**config.mk**
```make
export PLATFORM = sky130hd
export DESIGN_NAME = icc_gen
export DESIGN_NICKNAME = d
export VERILOG_FILES = /design/src/rtl/icc_pkg.sv /design/src/rtl/icc_operand_view.sv /design/src/rtl/icc_arith_flags.sv /design/src/rtl/icc_flag_select.sv /design/src/rtl/icc_gen.sv
export SDC_FILE = /design/constraint.sdc
export NUM_CORES = 1
export LEC_CHECK = 0
export BUFFER_PORTS_ARGS = -buffer_cell sky130_fd_sc_hd__clkbuf_2
export CORE_MARGIN = 2
export CORE_UTILIZATION = 49
export CTS_BUF_LIST = sky130_fd_sc_hd__clkbuf_4 sky130_fd_sc_hd__clkbuf_8 sky130_fd_sc_hd__clkbuf_16
export DETAILED_ROUTE_END_ITERATION = 16
export PLACE_DENSITY = 0.89
export SYNTH_ARGS = -nofsm -noshare
export SYNTH_HDL_FRONTEND = slang
export SYNTH_SLANG_ARGS = --single-unit
```
**constraint.sdc**
```tcl
create_clock -name clk -period 7.4 [get_ports clk]
set_input_delay 0.37 -clock clk [delete_from_list [all_inputs] [get_ports clk]]
set_output_delay 0.37 -clock clk [all_outputs]
set_load 0.05 [all_outputs]
```
**src/rtl/icc_pkg.sv**
```systemverilog
package icc_pkg;

   localparam int FLAG_W     = 4;
   localparam int LANE_BASE_W = 8;
   localparam int LONG_W     = 32;
   localparam int N_LANES    = 3;

   typedef enum logic [2:0] {
      CLS_TEST    = 3'd0,
      CLS_TEST_KC = 3'd1,
      CLS_ADD     = 3'd2,
      CLS_SUB     = 3'd3,
      CLS_CMP     = 3'd4
   } icc_class_e;

   typedef enum logic [1:0] {
      SZ_BYTE = 2'd0,
      SZ_WORD = 2'd1,
      SZ_LONG = 2'd2,
      SZ_QUAD = 2'd3
   } icc_size_e;

   typedef struct packed {
      logic n;
      logic z;
      logic v;
      logic c;
   } icc_flags_t;

endpackage

```
**src/rtl/icc_operand_view.sv**
```systemverilog
module icc_operand_view
   import icc_pkg::*;
#(
   parameter int DATA_W = 32
)(
   input  logic [1:0]        size_i,
   input  logic [DATA_W-1:0] src1_i,
   input  logic [DATA_W-1:0] src2_i,
   input  logic [DATA_W-1:0] res_lo_i,
   input  logic [DATA_W-1:0] res_hi_i,
   output logic [DATA_W-1:0] a_o,
   output logic [DATA_W-1:0] b_o,
   output logic [DATA_W-1:0] r_o,
   output logic              a_sgn_o,
   output logic              b_sgn_o,
   output logic              r_sgn_o,
   output logic              test_neg_o,
   output logic              test_zero_o
);

   logic [DATA_W-1:0] lane_mask [N_LANES];
   logic [N_LANES-1:0] lane_a_sgn;
   logic [N_LANES-1:0] lane_b_sgn;
   logic [N_LANES-1:0] lane_r_sgn;
   logic [1:0]         lane_sel;
   logic [DATA_W-1:0]  long_mask;

   // One lane per architectural size; the quadword arithmetic case reuses the longword lane.
   for (genvar g = 0; g < N_LANES; g++) begin : g_lane
      localparam int LW = LANE_BASE_W << g;
      assign lane_mask[g]  = {DATA_W{1'b1}} >> (DATA_W - LW);
      assign lane_a_sgn[g] = src1_i[LW-1];
      assign lane_b_sgn[g] = src2_i[LW-1];
      assign lane_r_sgn[g] = res_lo_i[LW-1];
   end

   assign lane_sel  = (icc_size_e'(size_i) == SZ_QUAD) ? 2'd2 : size_i;
   assign long_mask = lane_mask[2];

   assign a_o     = src1_i   & lane_mask[lane_sel];
   assign b_o     = src2_i   & lane_mask[lane_sel];
   assign r_o     = res_lo_i & lane_mask[lane_sel];
   assign a_sgn_o = lane_a_sgn[lane_sel];
   assign b_sgn_o = lane_b_sgn[lane_sel];
   assign r_sgn_o = lane_r_sgn[lane_sel];

   always_comb begin
      if (icc_size_e'(size_i) == SZ_QUAD) begin
         test_neg_o  = res_hi_i[LONG_W-1];
         test_zero_o = ((res_lo_i & long_mask) | (res_hi_i & long_mask)) == '0;
      end else begin
         test_neg_o  = r_sgn_o;
         test_zero_o = (r_o == '0);
      end
   end

endmodule

```
**src/rtl/icc_arith_flags.sv**
```systemverilog
module icc_arith_flags
   import icc_pkg::*;
#(
   parameter int DATA_W = 32
)(
   input  logic [DATA_W-1:0] a_i,
   input  logic [DATA_W-1:0] b_i,
   input  logic [DATA_W-1:0] r_i,
   input  logic              a_sgn_i,
   input  logic              b_sgn_i,
   input  logic              r_sgn_i,
   output icc_flags_t        add_o,
   output icc_flags_t        sub_o,
   output icc_flags_t        cmp_o
);

   logic r_zero;
   logic a_lt_b_u;
   logic b_lt_a_u;
   logic r_lt_b_u;
   logic a_lt_b_s;

   assign r_zero   = (r_i == '0);
   assign a_lt_b_u = (a_i < b_i);
   assign b_lt_a_u = (b_i < a_i);
   assign r_lt_b_u = (r_i < b_i);
   // Signed order from the sign bits plus the unsigned order of equal-sign operands.
   assign a_lt_b_s = (a_sgn_i != b_sgn_i) ? a_sgn_i : a_lt_b_u;

   assign add_o = '{n: r_sgn_i, z: r_zero,
                    v: (~a_sgn_i ^ b_sgn_i) & (a_sgn_i ^ r_sgn_i),
                    c: r_lt_b_u};

   assign sub_o = '{n: r_sgn_i, z: r_zero,
                    v: (a_sgn_i ^ b_sgn_i) & (~a_sgn_i ^ r_sgn_i),
                    c: b_lt_a_u};

   assign cmp_o = '{n: a_lt_b_s, z: (a_i == b_i), v: 1'b0, c: a_lt_b_u};

endmodule

```
**src/rtl/icc_flag_select.sv**
```systemverilog
module icc_flag_select
   import icc_pkg::*;
(
   input  logic [2:0]  class_i,
   input  logic        test_neg_i,
   input  logic        test_zero_i,
   input  icc_flags_t  prev_i,
   input  icc_flags_t  add_i,
   input  icc_flags_t  sub_i,
   input  icc_flags_t  cmp_i,
   input  logic        ovf_en_i,
   output icc_flags_t  next_o,
   output logic        trap_o
);

   always_comb begin
      next_o = prev_i;
      trap_o = 1'b0;
      case (icc_class_e'(class_i))
         CLS_TEST:    next_o = '{n: test_neg_i, z: test_zero_i, v: 1'b0, c: 1'b0};
         CLS_TEST_KC: next_o = '{n: test_neg_i, z: test_zero_i, v: 1'b0, c: prev_i.c};
         CLS_ADD: begin
            next_o = add_i;
            trap_o = add_i.v & ovf_en_i;
         end
         CLS_SUB: begin
            next_o = sub_i;
            trap_o = sub_i.v & ovf_en_i;
         end
         CLS_CMP:     next_o = cmp_i;
         default:     next_o = prev_i;
      endcase
   end

endmodule

```
**src/rtl/icc_gen.sv**
```systemverilog
module icc_gen
   import icc_pkg::*;
#(
   parameter int DATA_W = 32
)(
   input  logic              clk,
   input  logic              rst,
   input  logic              op_valid,
   input  logic [2:0]        op_class,
   input  logic [1:0]        op_size,
   input  logic [DATA_W-1:0] src1,
   input  logic [DATA_W-1:0] src2,
   input  logic [DATA_W-1:0] res_lo,
   input  logic [DATA_W-1:0] res_hi,
   input  logic [3:0]        prev_flags,
   input  logic              ovf_enable,
   output logic [3:0]        flags_q,
   output logic              ovf_trap
);

   if (DATA_W < LONG_W) begin : g_bad_width
      $error("icc_gen: DATA_W must hold a longword");
   end
   if (FLAG_W != 4) begin : g_bad_flags
      $error("icc_gen: flag vector must be four bits");
   end

   logic [DATA_W-1:0] a_m, b_m, r_m;
   logic              a_sgn, b_sgn, r_sgn;
   logic              test_neg, test_zero;
   icc_flags_t        add_f, sub_f, cmp_f, next_f;
   logic              trap_next;

   icc_operand_view #(.DATA_W(DATA_W)) u_view (
      .size_i      (op_size),
      .src1_i      (src1),
      .src2_i      (src2),
      .res_lo_i    (res_lo),
      .res_hi_i    (res_hi),
      .a_o         (a_m),
      .b_o         (b_m),
      .r_o         (r_m),
      .a_sgn_o     (a_sgn),
      .b_sgn_o     (b_sgn),
      .r_sgn_o     (r_sgn),
      .test_neg_o  (test_neg),
      .test_zero_o (test_zero)
   );

   icc_arith_flags #(.DATA_W(DATA_W)) u_arith (
      .a_i     (a_m),
      .b_i     (b_m),
      .r_i     (r_m),
      .a_sgn_i (a_sgn),
      .b_sgn_i (b_sgn),
      .r_sgn_i (r_sgn),
      .add_o   (add_f),
      .sub_o   (sub_f),
      .cmp_o   (cmp_f)
   );

   icc_flag_select u_sel (
      .class_i     (op_class),
      .test_neg_i  (test_neg),
      .test_zero_i (test_zero),
      .prev_i      (icc_flags_t'(prev_flags)),
      .add_i       (add_f),
      .sub_i       (sub_f),
      .cmp_i       (cmp_f),
      .ovf_en_i    (ovf_enable),
      .next_o      (next_f),
      .trap_o      (trap_next)
   );

   always_ff @(posedge clk) begin
      if (rst) begin
         flags_q  <= '0;
         ovf_trap <= 1'b0;
      end else if (op_valid) begin
         flags_q  <= next_f;
         ovf_trap <= trap_next;
      end else begin
         ovf_trap <= 1'b0;
      end
   end

   // idle cycles hold the flags and drop the trap request
   assert_idle_hold_R2: assert property (@(posedge clk) disable iff (rst)
      !op_valid |=> ($stable(flags_q) && !ovf_trap));

   // move/test never reports overflow or carry, and N and Z cannot both hold
   assert_test_clears_vc_R3: assert property (@(posedge clk) disable iff (rst)
      (op_valid && op_class == 3'd0) |=> (flags_q[1:0] == 2'b00 && !(flags_q[3] && flags_q[2])));

   // the carry-keeping variant passes the old carry through
   assert_keep_carry_R4: assert property (@(posedge clk) disable iff (rst)
      (op_valid && op_class == 3'd1) |=> (flags_q[0] == $past(prev_flags[0]) && !flags_q[1]));

   // compare never sets V
   assert_cmp_no_v_R7: assert property (@(posedge clk) disable iff (rst)
      (op_valid && op_class == 3'd4) |=> !flags_q[1]);

   // a trap request comes only with V, from an enabled add or subtract
   assert_trap_source_R10: assert property (@(posedge clk) disable iff (rst)
      ovf_trap |-> (flags_q[1] && $past(ovf_enable) && $past(op_valid)
                    && ($past(op_class) == 3'd2 || $past(op_class) == 3'd3)));

   // the trap request lasts one cycle unless the next operation overflows again
   assert_trap_pulse_R10: assert property (@(posedge clk) disable iff (rst)
      (ovf_trap && !op_valid) |=> !ovf_trap);

   // unused class codes copy the incoming flags
   assert_unused_copy_R11: assert property (@(posedge clk) disable iff (rst)
      (op_valid && op_class > 3'd4) |=> (flags_q == $past(prev_flags) && !ovf_trap));

endmodule

```
==> flow_metrics.tcl, run 1 <==
set metrics [dict create \
    routed-via-count 3009 \
    initial_core_util_pct 51.8 \
    fmax_mhz 332 \
    overflow 0 \
    port_buffers 145 \
    die-height_um 75.1 \
    floorplan.rows 25 \
    critical_setup_path_class "primary input to register" \
    grt_first_pass_wirelength_um 11600 \
    critical_path_peak_fanout 57 \
    dpl.hpwl_um 6670 \
    slew_viol_final 0 \
    grt_pass1_vias 2772 \
    sw_frac_of_total_pct 40.8 \
    power.share.clock_pct 22.3 \
    finalCritPeriodShare_pct 40.7 \
    critical_path.endpoint_type "register" \
    finalInstanceArea_sq_um 3210 \
    design.die.area_sq_um 5640 \
    total_of_cells_resized_after_clock_tree_synthesis 0 \
    antenna_violating_nets_post_route 0 \
    switchingPower_uw 103 \
    min-delay-path-class "primary input to register" \
    routabilityCongestion 0.935 \
    setup_repair_after_global_routing_missed_its_margin "no" \
    filler_cell_count 425 \
    wl_per_cell_um 13.9 \
    synth_edf_count 0 \
    clk_pin_slew_worst_paths_ps 40 \
    ys_dominant_reg_cell "sky130_fd_sc_hd__dfxtp_1" \
    tightest_pin_transition_ps 825 \
    placedInstanceArea_sq_um 3160 \
    post_route_cells_drive_above_1_share_pct 32.3 \
    syn_to_final_growth_pct 29.3 \
    nNetsFinal 675 \
    holdBufCountCts 0 \
    gr-usage-all-layers_pct 25.8 \
    antenna_found_initial 0 \
    final_hold_viol_count 0 \
    timing.max_slew.rel_slack_pct 45.0 \
    synth_sequential_area_ratio_pct 4.04 \
    postSynth.asyncResetShare_pct 0 \
    final.setup_skew_ps 0 \
    cp.required_ps 7510 \
    timing.final.setup_violations 0 \
    setup_tns_ps 0 \
    data_arrival_time_of_the_worst_path_ps 3130 \
    seq_power_share_pct 11.8 \
    pin_count 146 \
    final.setup.worst_slack_ps 4390 \
    core_region_area_sq_um 4790 \
    htree_num_levels 1 \
    cts_buffers 3 \
    cts-root-to-sink-buffers 2 \
    drc 0 \
    synthesis.instances 348 \
    leakagePower_nw 1.70 \
    dr_pass1_iterations 4 \
    postSynthAreaPerCell_sq_um 7.12 \
    cts_tree "yes" \
    yosys_warnings 0 \
    clk_latency_ps 230 \
    internal_power_uw 149 \
    status "finished clean" \
    postCtsSetupBuffers 0 \
    max_cap_viol_count 0 \
    number_of_nets_in_the_synthesized_netlist 552 \
    floorplan.die.width_um 75.1 \
    finalWorstPathRequiredPeriod_ps 3010 \
    holdWs_ps 362 \
    antenna_cells 0 \
    total_power_uw 253 \
    post_synth_instance_area_sq_um 2480 \
    pre_cts_ws_ps 4170 \
    route.final.wire_length_um 7480 \
    vias_per_cell 5.60 \
    synth-seq-cells 5 \
    synth_cell_type_count 48 \
    clock_sink_count 5 \
    grt_start_max_net_pins 58 \
    initialDrtViolationCount 184 \
    power.density_nw_per_um2 78.8 \
    crit_path_start_kind "primary input" \
    share_comb_of_total_power_pct 65.8 \
    worst_ir_drop_vdd_mv 0.0532 \
    cts.root.buffer_cell "sky130_fd_sc_hd__clkbuf_8" \
]
-- cells by family (layout without fill, tap and decap cells) --
kind of cell	after synthesis	count (layout)	synth area share, %
and+or+nand+nor	162	162	35.2
AOI/OAI and AO/OA	76	76	20.1
adders and majority gates	63	63	31.8
buffers and inverters	37	159	6.81
DFF	5	5	4.04
muxes	4	4	1.67
xor gates and xnor gates	1	1	0.353
-- per-layer routing --
| layer | up-vias | global-route usage, % | part of all wire, % |
|---|---|---|---|
| li1 | 1528 | - | - |
| met1 | 1369 | 31.9 | 41 |
| met2 | 108 | 48.9 | 52 |
| met3 | 4 | 3.75 | 6.7 |
| met4 | 0 | 1.98 | 0.49 |
| met5 | - | 0 | 0 |
-- cells in the final DEF (no fill, tap or decap), types with 3 or more instances in the layout --
| master | count |
|---|---|
| sky130_fd_sc_hd__inv_1 | 10 |
| sky130_fd_sc_hd__a21oi_1 | 26 |
| sky130_fd_sc_hd__nor2b_1 | 6 |
| sky130_fd_sc_hd__nor4_1 | 14 |
| sky130_fd_sc_hd__nand3_1 | 9 |
| sky130_fd_sc_hd__and2_1 | 47 |
| sky130_fd_sc_hd__o211ai_1 | 5 |
| sky130_fd_sc_hd__mux2i_1 | 3 |
| sky130_fd_sc_hd__a21o_1 | 8 |
| sky130_fd_sc_hd__o21ai_0 | 7 |
| sky130_fd_sc_hd__o21ai_1 | 4 |
| sky130_fd_sc_hd__clkbuf_8 | 3 |
| sky130_fd_sc_hd__nand2b_1 | 4 |
| sky130_fd_sc_hd__and3_1 | 3 |
| sky130_fd_sc_hd__nor3_1 | 4 |
| sky130_fd_sc_hd__nor2_1 | 17 |
| sky130_fd_sc_hd__ha_1 | 63 |
| sky130_fd_sc_hd__dfxtp_1 | 5 |
| sky130_fd_sc_hd__nand2_1 | 37 |
| sky130_fd_sc_hd__nand4_1 | 15 |
| sky130_fd_sc_hd__clkbuf_2 | 145 |
-- layout make-up --
class	instances	area, sq um	area share (%)
clock buffer	4	48.8	1.52
inverter	10	37.5	1.17
multi-input combinational	306	2210	68.9
sequential	5	100	3.12
tap	67	83.8	2.62
timing repair buffer	145	726	22.6
-- path summary, 6_finish.rpt --
check              from    endpoint  slack [ps]  cells after the start
max          op_size[1]  flags_q[0]        4390                      9
min          ovf_enable    ovf_trap         360                      3
max reg2reg  flags_q[0]  flags_q[0]        6140                      6
min reg2reg  flags_q[3]  flags_q[3]         450                      2
-- cell usage after synthesis (2+ instances only) --
master	n	area (sq um)
sky130_fd_sc_hd__nor2_1	17	63.8
sky130_fd_sc_hd__a21o_1	8	60.1
sky130_fd_sc_hd__nand2_1	37	139
sky130_fd_sc_hd__a21oi_1	26	130
sky130_fd_sc_hd__nand3_1	9	45.0
sky130_fd_sc_hd__or4_1	2	15.0
sky130_fd_sc_hd__ha_1	63	788
sky130_fd_sc_hd__o21a_1	2	15.0
sky130_fd_sc_hd__and3_1	3	18.8
sky130_fd_sc_hd__a211o_1	2	17.5
sky130_fd_sc_hd__buf_4	2	15.0
sky130_fd_sc_hd__a211oi_1	2	15.0
sky130_fd_sc_hd__mux2i_1	3	30.0
sky130_fd_sc_hd__o21ai_1	4	20.0
sky130_fd_sc_hd__a21boi_0	2	15.0
sky130_fd_sc_hd__o31ai_1	2	15.0
sky130_fd_sc_hd__inv_1	10	37.5
sky130_fd_sc_hd__nor3_1	4	20.0
sky130_fd_sc_hd__and2_1	47	294
sky130_fd_sc_hd__o211ai_1	5	37.5
sky130_fd_sc_hd__nand2b_1	4	25.0
sky130_fd_sc_hd__dfxtp_1	5	100
sky130_fd_sc_hd__nand4_1	15	93.8
sky130_fd_sc_hd__o2111ai_1	2	17.5
sky130_fd_sc_hd__nor4_1	14	87.6
sky130_fd_sc_hd__buf_6	3	33.8
sky130_fd_sc_hd__clkbuf_1	22	82.6
sky130_fd_sc_hd__a2111oi_0	2	17.5
sky130_fd_sc_hd__nor2b_1	6	37.5
sky130_fd_sc_hd__o21ai_0	7	35.0
-- sequential cells by signal, summed over array words and instances (netlist names) --
| signal | count |
|---|---|
| flags_q | 4 |
| ovf_trap | 1 |
-- per-stage QoR --
stage,instances,util (%)
2_1_floorplan,348,-
3_3_place_gp,533,66.0
3_5_place_dp,533,66.0
4_1_cts,537,67.0
5_1_grt,537,67.0
6_report,537,67.0
-- power by group through the flow --
stage	clock network (mW)	logic, mW	registers [mW]
final	0.0564	0.166	0.0299
after global routing	0.0602	0.186	0.0301
after CTS	0.0572	0.165	0.0299
after detailed placement	0	0.164	0.0303
after global placement	0	0.157	0.0303
after floorplan	0	0.0984	0.0359
-- critical path, cell delays in order --
cell	delay, ps
sky130_fd_sc_hd__clkbuf_2	620
sky130_fd_sc_hd__nand2_1	210
sky130_fd_sc_hd__ha_1	360
sky130_fd_sc_hd__nand4_1	170
sky130_fd_sc_hd__nor4_1	630
sky130_fd_sc_hd__o311ai_1	180
sky130_fd_sc_hd__and3_1	250
sky130_fd_sc_hd__mux2i_1	120
sky130_fd_sc_hd__a211o_1	220
Note: power is estimated with default switching activity, not from simulation.
==> run 2, diff against run 1 <==
--- a/config.mk
+++ b/config.mk
@@ -5,12 +5,13 @@
 export SDC_FILE = /design/constraint.sdc
 export NUM_CORES = 1
 export LEC_CHECK = 0
+export ABC_AREA = 1
 export BUFFER_PORTS_ARGS = -buffer_cell sky130_fd_sc_hd__clkbuf_2
 export CORE_MARGIN = 2
-export CORE_UTILIZATION = 49
+export CORE_UTILIZATION = 47
 export CTS_BUF_LIST = sky130_fd_sc_hd__clkbuf_4 sky130_fd_sc_hd__clkbuf_8 sky130_fd_sc_hd__clkbuf_16
 export DETAILED_ROUTE_END_ITERATION = 16
-export PLACE_DENSITY = 0.89
+export PLACE_DENSITY = 0.83
 export SYNTH_ARGS = -nofsm -noshare
 export SYNTH_HDL_FRONTEND = slang
 export SYNTH_SLANG_ARGS = --single-unit
==> constraint.sdc (replaced) <==
create_clock -name clk -period 2.82 [get_ports clk]
set_input_delay 0.141 -clock clk [delete_from_list [all_inputs] [get_ports clk]]
set_output_delay 0.141 -clock clk [all_outputs]
set_load 0.05 [all_outputs]
==> flow_metrics.tcl, run 2 <==
set metrics [dict create \
    setup_repair_after_global_routing_missed_its_margin "no" \
    holdBufCountCts 0 \
    yosys_warnings 0 \
    data_arrival_time_of_the_worst_path_ps 2230 \
    antenna_found_initial 0 \
    finalInstanceArea_sq_um 3530 \
    filler_cell_count 581 \
    sequential_cell_area_sq_um 100 \
    floorplan.die.width_um 80.5 \
    synth_top_area_share_pct 28.6 \
    synth.top_cells.by_count "141 x sky130_fd_sc_hd__nand2_1, 86 x sky130_fd_sc_hd__inv_1, 83 x sky130_fd_sc_hd__nor2_1" \
    core_region_area_sq_um 5570 \
    synth-seq-cells 5 \
    synthesis.instances 498 \
    post_synth_instance_area_sq_um 2750 \
    largest_family_of_logic_cells_by_synthesized_area "simple AND/OR/NAND/NOR gates" \
    cp.required_ps 2980 \
    sw_frac_of_total_pct 45.3 \
    switchingPower_uw 317 \
    most_common_cell_in_the_synthesized_netlist "sky130_fd_sc_hd__nand2_1" \
    design.die.area_sq_um 6490 \
    min-delay-path-class "primary input to register" \
    final_cell_mix "145 x sky130_fd_sc_hd__clkbuf_2, 141 x sky130_fd_sc_hd__nand2_1, 86 x sky130_fd_sc_hd__inv_1" \
    synth_cell_type_count 30 \
    fmax_mhz 482 \
    seq_power_share_pct 11.1 \
    route.final.wire_length_um 7920 \
    total_of_cells_resized_after_clock_tree_synthesis 0 \
    power.share.clock_pct 19.4 \
    dr_pass1_iterations 4 \
    largest_reg_flops 4 \
    postSynthAreaPerCell_sq_um 5.53 \
    cts-root-to-sink-buffers 2 \
    clock_sink_count 5 \
    synth-adder-area-share_pct 28.6 \
    multiInputGateArea_sq_um 2220 \
    cts_buffers 3 \
    cts.root.buffer_cell "sky130_fd_sc_hd__clkbuf_8" \
    postCtsSetupBuffers 0 \
    nNetsFinal 831 \
    grt_pass1_vias 3318 \
    gr-usage-all-layers_pct 24.5 \
    setup_tns_ps 0 \
    initialDrtViolationCount 104 \
    grt_first_pass_wirelength_um 13200 \
    grt_start_max_net_pins 40 \
    antenna_violating_nets_post_route 0 \
    status "finished clean" \
    clk_pin_slew_worst_paths_ps 40 \
    simple_logic_cell_fraction_of_the_synthesized_area_pct 38.8 \
    critical_setup_path_class "primary input to register" \
    tightest_pin_transition_ps 393 \
    internal_power_uw 383 \
    clk_latency_ps 220 \
    synthDominantAreaCellType "sky130_fd_sc_hd__ha_1" \
    port_buffers 145 \
    max_flop_register "flags_q" \
    timing.final.setup_violations 0 \
    power.density_nw_per_um2 198 \
    synth_compound_area_share_pct 12.5 \
    routed-via-count 3426 \
    floorplan.rows 27 \
    most_frequent_standard_cell_in_the_layout_excluding_fill_and_tap_cells "sky130_fd_sc_hd__clkbuf_2" \
    finalWorstPathRequiredPeriod_ps 2080 \
    die-height_um 80.5 \
    leakagePower_nw 2.33 \
    synth_sequential_area_ratio_pct 3.63 \
    finalCritPeriodShare_pct 73.6 \
    postSynth.asyncResetShare_pct 0 \
    post_route_cells_drive_above_1_share_pct 24.8 \
    routabilityCongestion 0.921 \
    crit_path_start_kind "primary input" \
    share_comb_of_total_power_pct 69.5 \
    ys_dominant_reg_cell "sky130_fd_sc_hd__dfxtp_1" \
    yosys-mux-area-fraction_pct 0 \
    pin_count 146 \
    xor_xnor_fraction_of_synth_area_pct 0.636 \
    worst_ir_drop_vdd_mv 0.135 \
    vias_per_cell 4.91 \
    initial_core_util_pct 49.4 \
    drc 0 \
    placedInstanceArea_sq_um 3480 \
    antenna_cells 0 \
    critical_path_peak_fanout 19 \
    syn_to_final_growth_pct 28.2 \
    wl_per_cell_um 11.3 \
    synth_edf_count 0 \
    slew_viol_final 0 \
    registers_with_the_highest_flip_flop_counts "flags_q (4), ovf_trap (1)" \
    final_hold_viol_count 0 \
    max_cap_viol_count 0 \
    cts_tree "yes" \
    overflow 0 \
    htree_num_levels 1 \
    timing.max_slew.rel_slack_pct 73.8 \
    number_of_nets_in_the_synthesized_netlist 702 \
    critical_path.endpoint_type "register" \
    synth_top_cells_by_area "sky130_fd_sc_hd__ha_1 29%, sky130_fd_sc_hd__nand2_1 19%, sky130_fd_sc_hd__inv_1 12%" \
    dpl.hpwl_um 7160 \
    final.setup_skew_ps 0 \
    holdWs_ps 137 \
]
-- run 2: cell count changes after synthesis, moves of 4 or more --
cell / previous run / this run
sky130_fd_sc_hd__clkbuf_1: 22 / 18
sky130_fd_sc_hd__nand2_1: 37 / 141
sky130_fd_sc_hd__nor2_1: 17 / 83
sky130_fd_sc_hd__nand2b_1: 4 / 0
sky130_fd_sc_hd__a21oi_1: 26 / 33
sky130_fd_sc_hd__nor4_1: 14 / 1
sky130_fd_sc_hd__nor2b_1: 6 / 0
sky130_fd_sc_hd__and2_1: 47 / 0
sky130_fd_sc_hd__inv_1: 10 / 86
sky130_fd_sc_hd__o21ai_0: 7 / 12
sky130_fd_sc_hd__a21o_1: 8 / 1
sky130_fd_sc_hd__o211ai_1: 5 / 0
-- run 2: cell families after synthesis --
| logic type | after synthesis |
|---|---|
| fa+ha+maj | 63 |
| xor+xnor | 2 |
| compound gates | 59 |
| buf+inv | 109 |
| flops | 5 |
| simple gates | 260 |
-- run 2: layout make-up --
cell class                      instances  area share, %
Multi-Input combinational cell        384           62.9
Inverter                               87           9.32
Clock inverter                          1          0.142
Timing Repair Buffer                  146           21.1
Clock buffer                            3           1.17
Sequential cell                         5           2.83
Tap cell                               72           2.55
-- run 2: stage by stage --
stage          power [mW]  setup WS, ps  util [%]  instances
5_1_grt             0.784           491      63.3        698
3_5_place_dp        0.562           544      62.5        694
6_report            0.700           744      63.3        698
2_1_floorplan       0.389           811         -        498
4_1_cts             0.702           771      63.3        698
3_3_place_gp        0.548           625      62.5        694
-- run 2: worst paths after layout --
path / start / to / slack [ps] / depth (start not counted)
worst max register to register: flags_q[0] / flags_q[0] / 2190 / 4
worst min-delay path: ovf_enable / ovf_trap / 140 / 3
worst min register to register: flags_q[2] / flags_q[2] / 470 / 2
worst max-delay path: op_size[1] / flags_q[2] / 740 / 17
-- run 2: layer usage --
metal	track usage, %	vias up	part of all wire (%)
met5	0	-	0
met4	4.24	0	1.6
met3	1.91	12	5.2
met2	47.3	109	51
met1	29.5	1468	43
li1	-	1837	-
-- run 2: power groups by stage --
stage	clock network, mW	registers, mW	logic, mW
4_1_cts	0.138	0.0777	0.487
2_1_floorplan	0	0.0927	0.296
5_1_grt	0.145	0.0778	0.562
3_5_place_dp	0	0.0788	0.483
3_3_place_gp	0	0.0787	0.469
6_report	0.136	0.0776	0.486
-- run 2: critical path: stages --
cell and delay [ps]:
sky130_fd_sc_hd__clkbuf_2 330, sky130_fd_sc_hd__nor2_8 120, sky130_fd_sc_hd__inv_4 150, sky130_fd_sc_hd__nand2_1 110, sky130_fd_sc_hd__ha_1 320, sky130_fd_sc_hd__nand2_1 70, sky130_fd_sc_hd__nor2_1 140, sky130_fd_sc_hd__nand4_1 120
sky130_fd_sc_hd__nor2_1 150, sky130_fd_sc_hd__nand2_1 90, sky130_fd_sc_hd__o21ai_0 150, sky130_fd_sc_hd__inv_1 60, sky130_fd_sc_hd__nand2_1 50, sky130_fd_sc_hd__inv_1 40, sky130_fd_sc_hd__nand2_1 50, sky130_fd_sc_hd__nand2_1 50
sky130_fd_sc_hd__a21oi_1 100
==> run 3, diff against run 2 <==
--- a/config.mk
+++ b/config.mk
@@ -5,13 +5,13 @@
 export SDC_FILE = /design/constraint.sdc
 export NUM_CORES = 1
 export LEC_CHECK = 0
-export ABC_AREA = 1
+export ABC_AREA = 0
 export BUFFER_PORTS_ARGS = -buffer_cell sky130_fd_sc_hd__clkbuf_2
 export CORE_MARGIN = 2
-export CORE_UTILIZATION = 47
+export CORE_UTILIZATION = 41
 export CTS_BUF_LIST = sky130_fd_sc_hd__clkbuf_4 sky130_fd_sc_hd__clkbuf_8 sky130_fd_sc_hd__clkbuf_16
 export DETAILED_ROUTE_END_ITERATION = 16
-export PLACE_DENSITY = 0.83
+export PLACE_DENSITY = 0.79
 export SYNTH_ARGS = -nofsm -noshare
 export SYNTH_HDL_FRONTEND = slang
 export SYNTH_SLANG_ARGS = --single-unit
==> constraint.sdc (replaced) <==
create_clock -name clk -period 1.9 [get_ports clk]
set_input_delay 0.095 -clock clk [delete_from_list [all_inputs] [get_ports clk]]
set_output_delay 0.095 -clock clk [all_outputs]
set_load 0.05 [all_outputs]
==> flow_metrics.tcl, run 3 (synthesized netlist as in run 1, its figures left out) <==
set metrics [dict create \
    status "finished, violations left" \
    failed_checks "negative setup slack" \
    setup_tns_ps -248 \
    holdCritStartpoint "ovf_enable" \
    critical_path_peak_fanout 7 \
    final_cell_mix "144 x sky130_fd_sc_hd__clkbuf_2, 55 x sky130_fd_sc_hd__ha_1, 39 x sky130_fd_sc_hd__and2_1, 39 x sky130_fd_sc_hd__buf_4, 33 x sky130_fd_sc_hd__nand2_1" \
    number_of_standard_cells_in_the_final_layout_excluding_fillers 590 \
    routed-via-count 3186 \
    core_region_area_sq_um 5890 \
    fmax_mhz 482 \
    finalInstanceArea_sq_um 3810 \
    timing.final.setup_violations 3 \
    initialDrtViolationCount 120 \
    crit_path_start_kind "primary input" \
    grt_first_pass_wirelength_um 13100 \
    slew_viol_final 0 \
    routabilityCongestion 0.914 \
    clock_sink_count 5 \
    dr_pass1_iterations 4 \
    dp.cells 579 \
    floorplan.die.width_um 81.8 \
    wl_per_cell_um 14.2 \
    filler_cell_count 508 \
    htree_num_levels 1 \
    critical_setup_path_class "primary input to register" \
    grt_util_met1_pct 27.3 \
    route.final.wire_length_um 8380 \
    registers_with_the_highest_flip_flop_counts "flags_q (4), ovf_trap (1)" \
    max_flop_register "flags_q" \
    clk_latency_ps 230 \
    cp.required_ps 2010 \
    tightest_pin_transition_ps 477 \
    grt_start_max_net_pins 22 \
    critical_path.endpoint_type "register" \
    setup_repair_after_global_routing_missed_its_margin "yes" \
    largest_reg_flops 4 \
    leakagePower_nw 1.98 \
    clk_pin_slew_worst_paths_ps 40 \
    overflow 0 \
    pin_count 146 \
    gr-usage-all-layers_pct 24.6 \
    die-height_um 81.8 \
    grt-busiest-layer "met2" \
    power.density_nw_per_um2 298 \
    startpoint "op_size[1]" \
    max_cap_viol_count 0 \
    antenna_violating_nets_post_route 0 \
    timing.max_slew.rel_slack_pct 67.9 \
    data_arrival_time_of_the_worst_path_ps 2190 \
    post_route_cells_drive_above_1_share_pct 44.3 \
    cts-root-to-sink-buffers 2 \
    placedInstanceArea_sq_um 3510 \
    cts_tree "yes" \
    most_frequent_standard_cell_in_the_layout_excluding_fill_and_tap_cells "sky130_fd_sc_hd__clkbuf_2" \
    finalCritPeriodShare_pct 109 \
    antenna_cells 0 \
    vias_per_cell 5.40 \
    dpl.hpwl_um 7190 \
    fin_util_pct 64.8 \
    drc 0 \
    min-delay-path-class "primary input to register" \
    final_hold_viol_count 0 \
    grt_pass1_vias 3201 \
    rr_startpoint "flags_q[0]" \
    finalWorstPathRequiredPeriod_ps 2070 \
    worst_ir_drop_vdd_mv 0.275 \
    antenna_found_initial 0 \
    floorplan.rows 28 \
    pre_cts_ws_ps -429 \
    cts_buffers 3 \
    global_route.usage.met2_pct 47.2 \
    final.setup.worst_slack_ps -174 \
    cts.root.buffer_cell "sky130_fd_sc_hd__clkbuf_8" \
    initial_core_util_pct 42.1 \
    port_buffers 145 \
    design.die.area_sq_um 6680 \
    global_route.usage.met3_pct 4.18 \
    final.setup_skew_ps 0 \
    syn_to_final_growth_pct 53.8 \
    nNetsFinal 720 \
]
## run 3: through the flow
step	power [mW]	hold WS [ps]
floorplan	0.544	164
global placement	0.807	318
detailed placement	0.835	314
CTS	1.12	85.3
global route	1.24	113
finish	1.14	86.8
## run 3: what timing repair did
action	CTS	global route
gates resized for setup	33	8
pin swaps	10	7
cloned	0	0
hold endpoints to repair	0	0
setup buffers	6	1
hold buffers	0	0
endpoints found under the setup margin	3	3
## run 3: power breakdown
part           switching [mW]  internal [mW]  leakage (nW)
clock network          0.0603          0.159        0.0262
logic                   0.387          0.413          1.91
registers             0.00448          0.112        0.0410
## run 3: path summary, 6_finish.rpt
check / end / cells past startpoint / slack [ps]
max: flags_q[0] / 13 / -170
min: ovf_trap / 3 / 90
max reg2reg: flags_q[0] / 6 / 650
min reg2reg: flags_q[3] / 2 / 460
## run 3: critical path, cell delays in order
cell and delay, ps:
sky130_fd_sc_hd__clkbuf_16 120, sky130_fd_sc_hd__buf_8 120, sky130_fd_sc_hd__buf_8 130, sky130_fd_sc_hd__nand2_4 60
sky130_fd_sc_hd__ha_4 260, sky130_fd_sc_hd__nand4_1 140, sky130_fd_sc_hd__buf_4 180, sky130_fd_sc_hd__nor4_4 260
sky130_fd_sc_hd__buf_4 180, sky130_fd_sc_hd__o311ai_2 110, sky130_fd_sc_hd__and3_4 210, sky130_fd_sc_hd__mux2i_1 110
sky130_fd_sc_hd__a211o_1 220
## run 3: area by class of cell
class / instances / area [sq um] / share of cell area, %
Clock buffer: 4 / 48.8 / 1.28
Inverter: 10 / 37.5 / 0.985
Multi-Input combinational cell: 306 / 2420 / 63.4
Sequential cell: 5 / 100 / 2.63
Tap cell: 75 / 93.8 / 2.46
Timing Repair Buffer: 190 / 1110 / 29.2
## run 3: per-layer routing
metal | vias up | share of wire (%)
li1 | 1612 | -
met1 | 1433 | 39
met2 | 121 | 51
met3 | 20 | 7.4
met4 | 0 | 2.2
met5 | - | 0
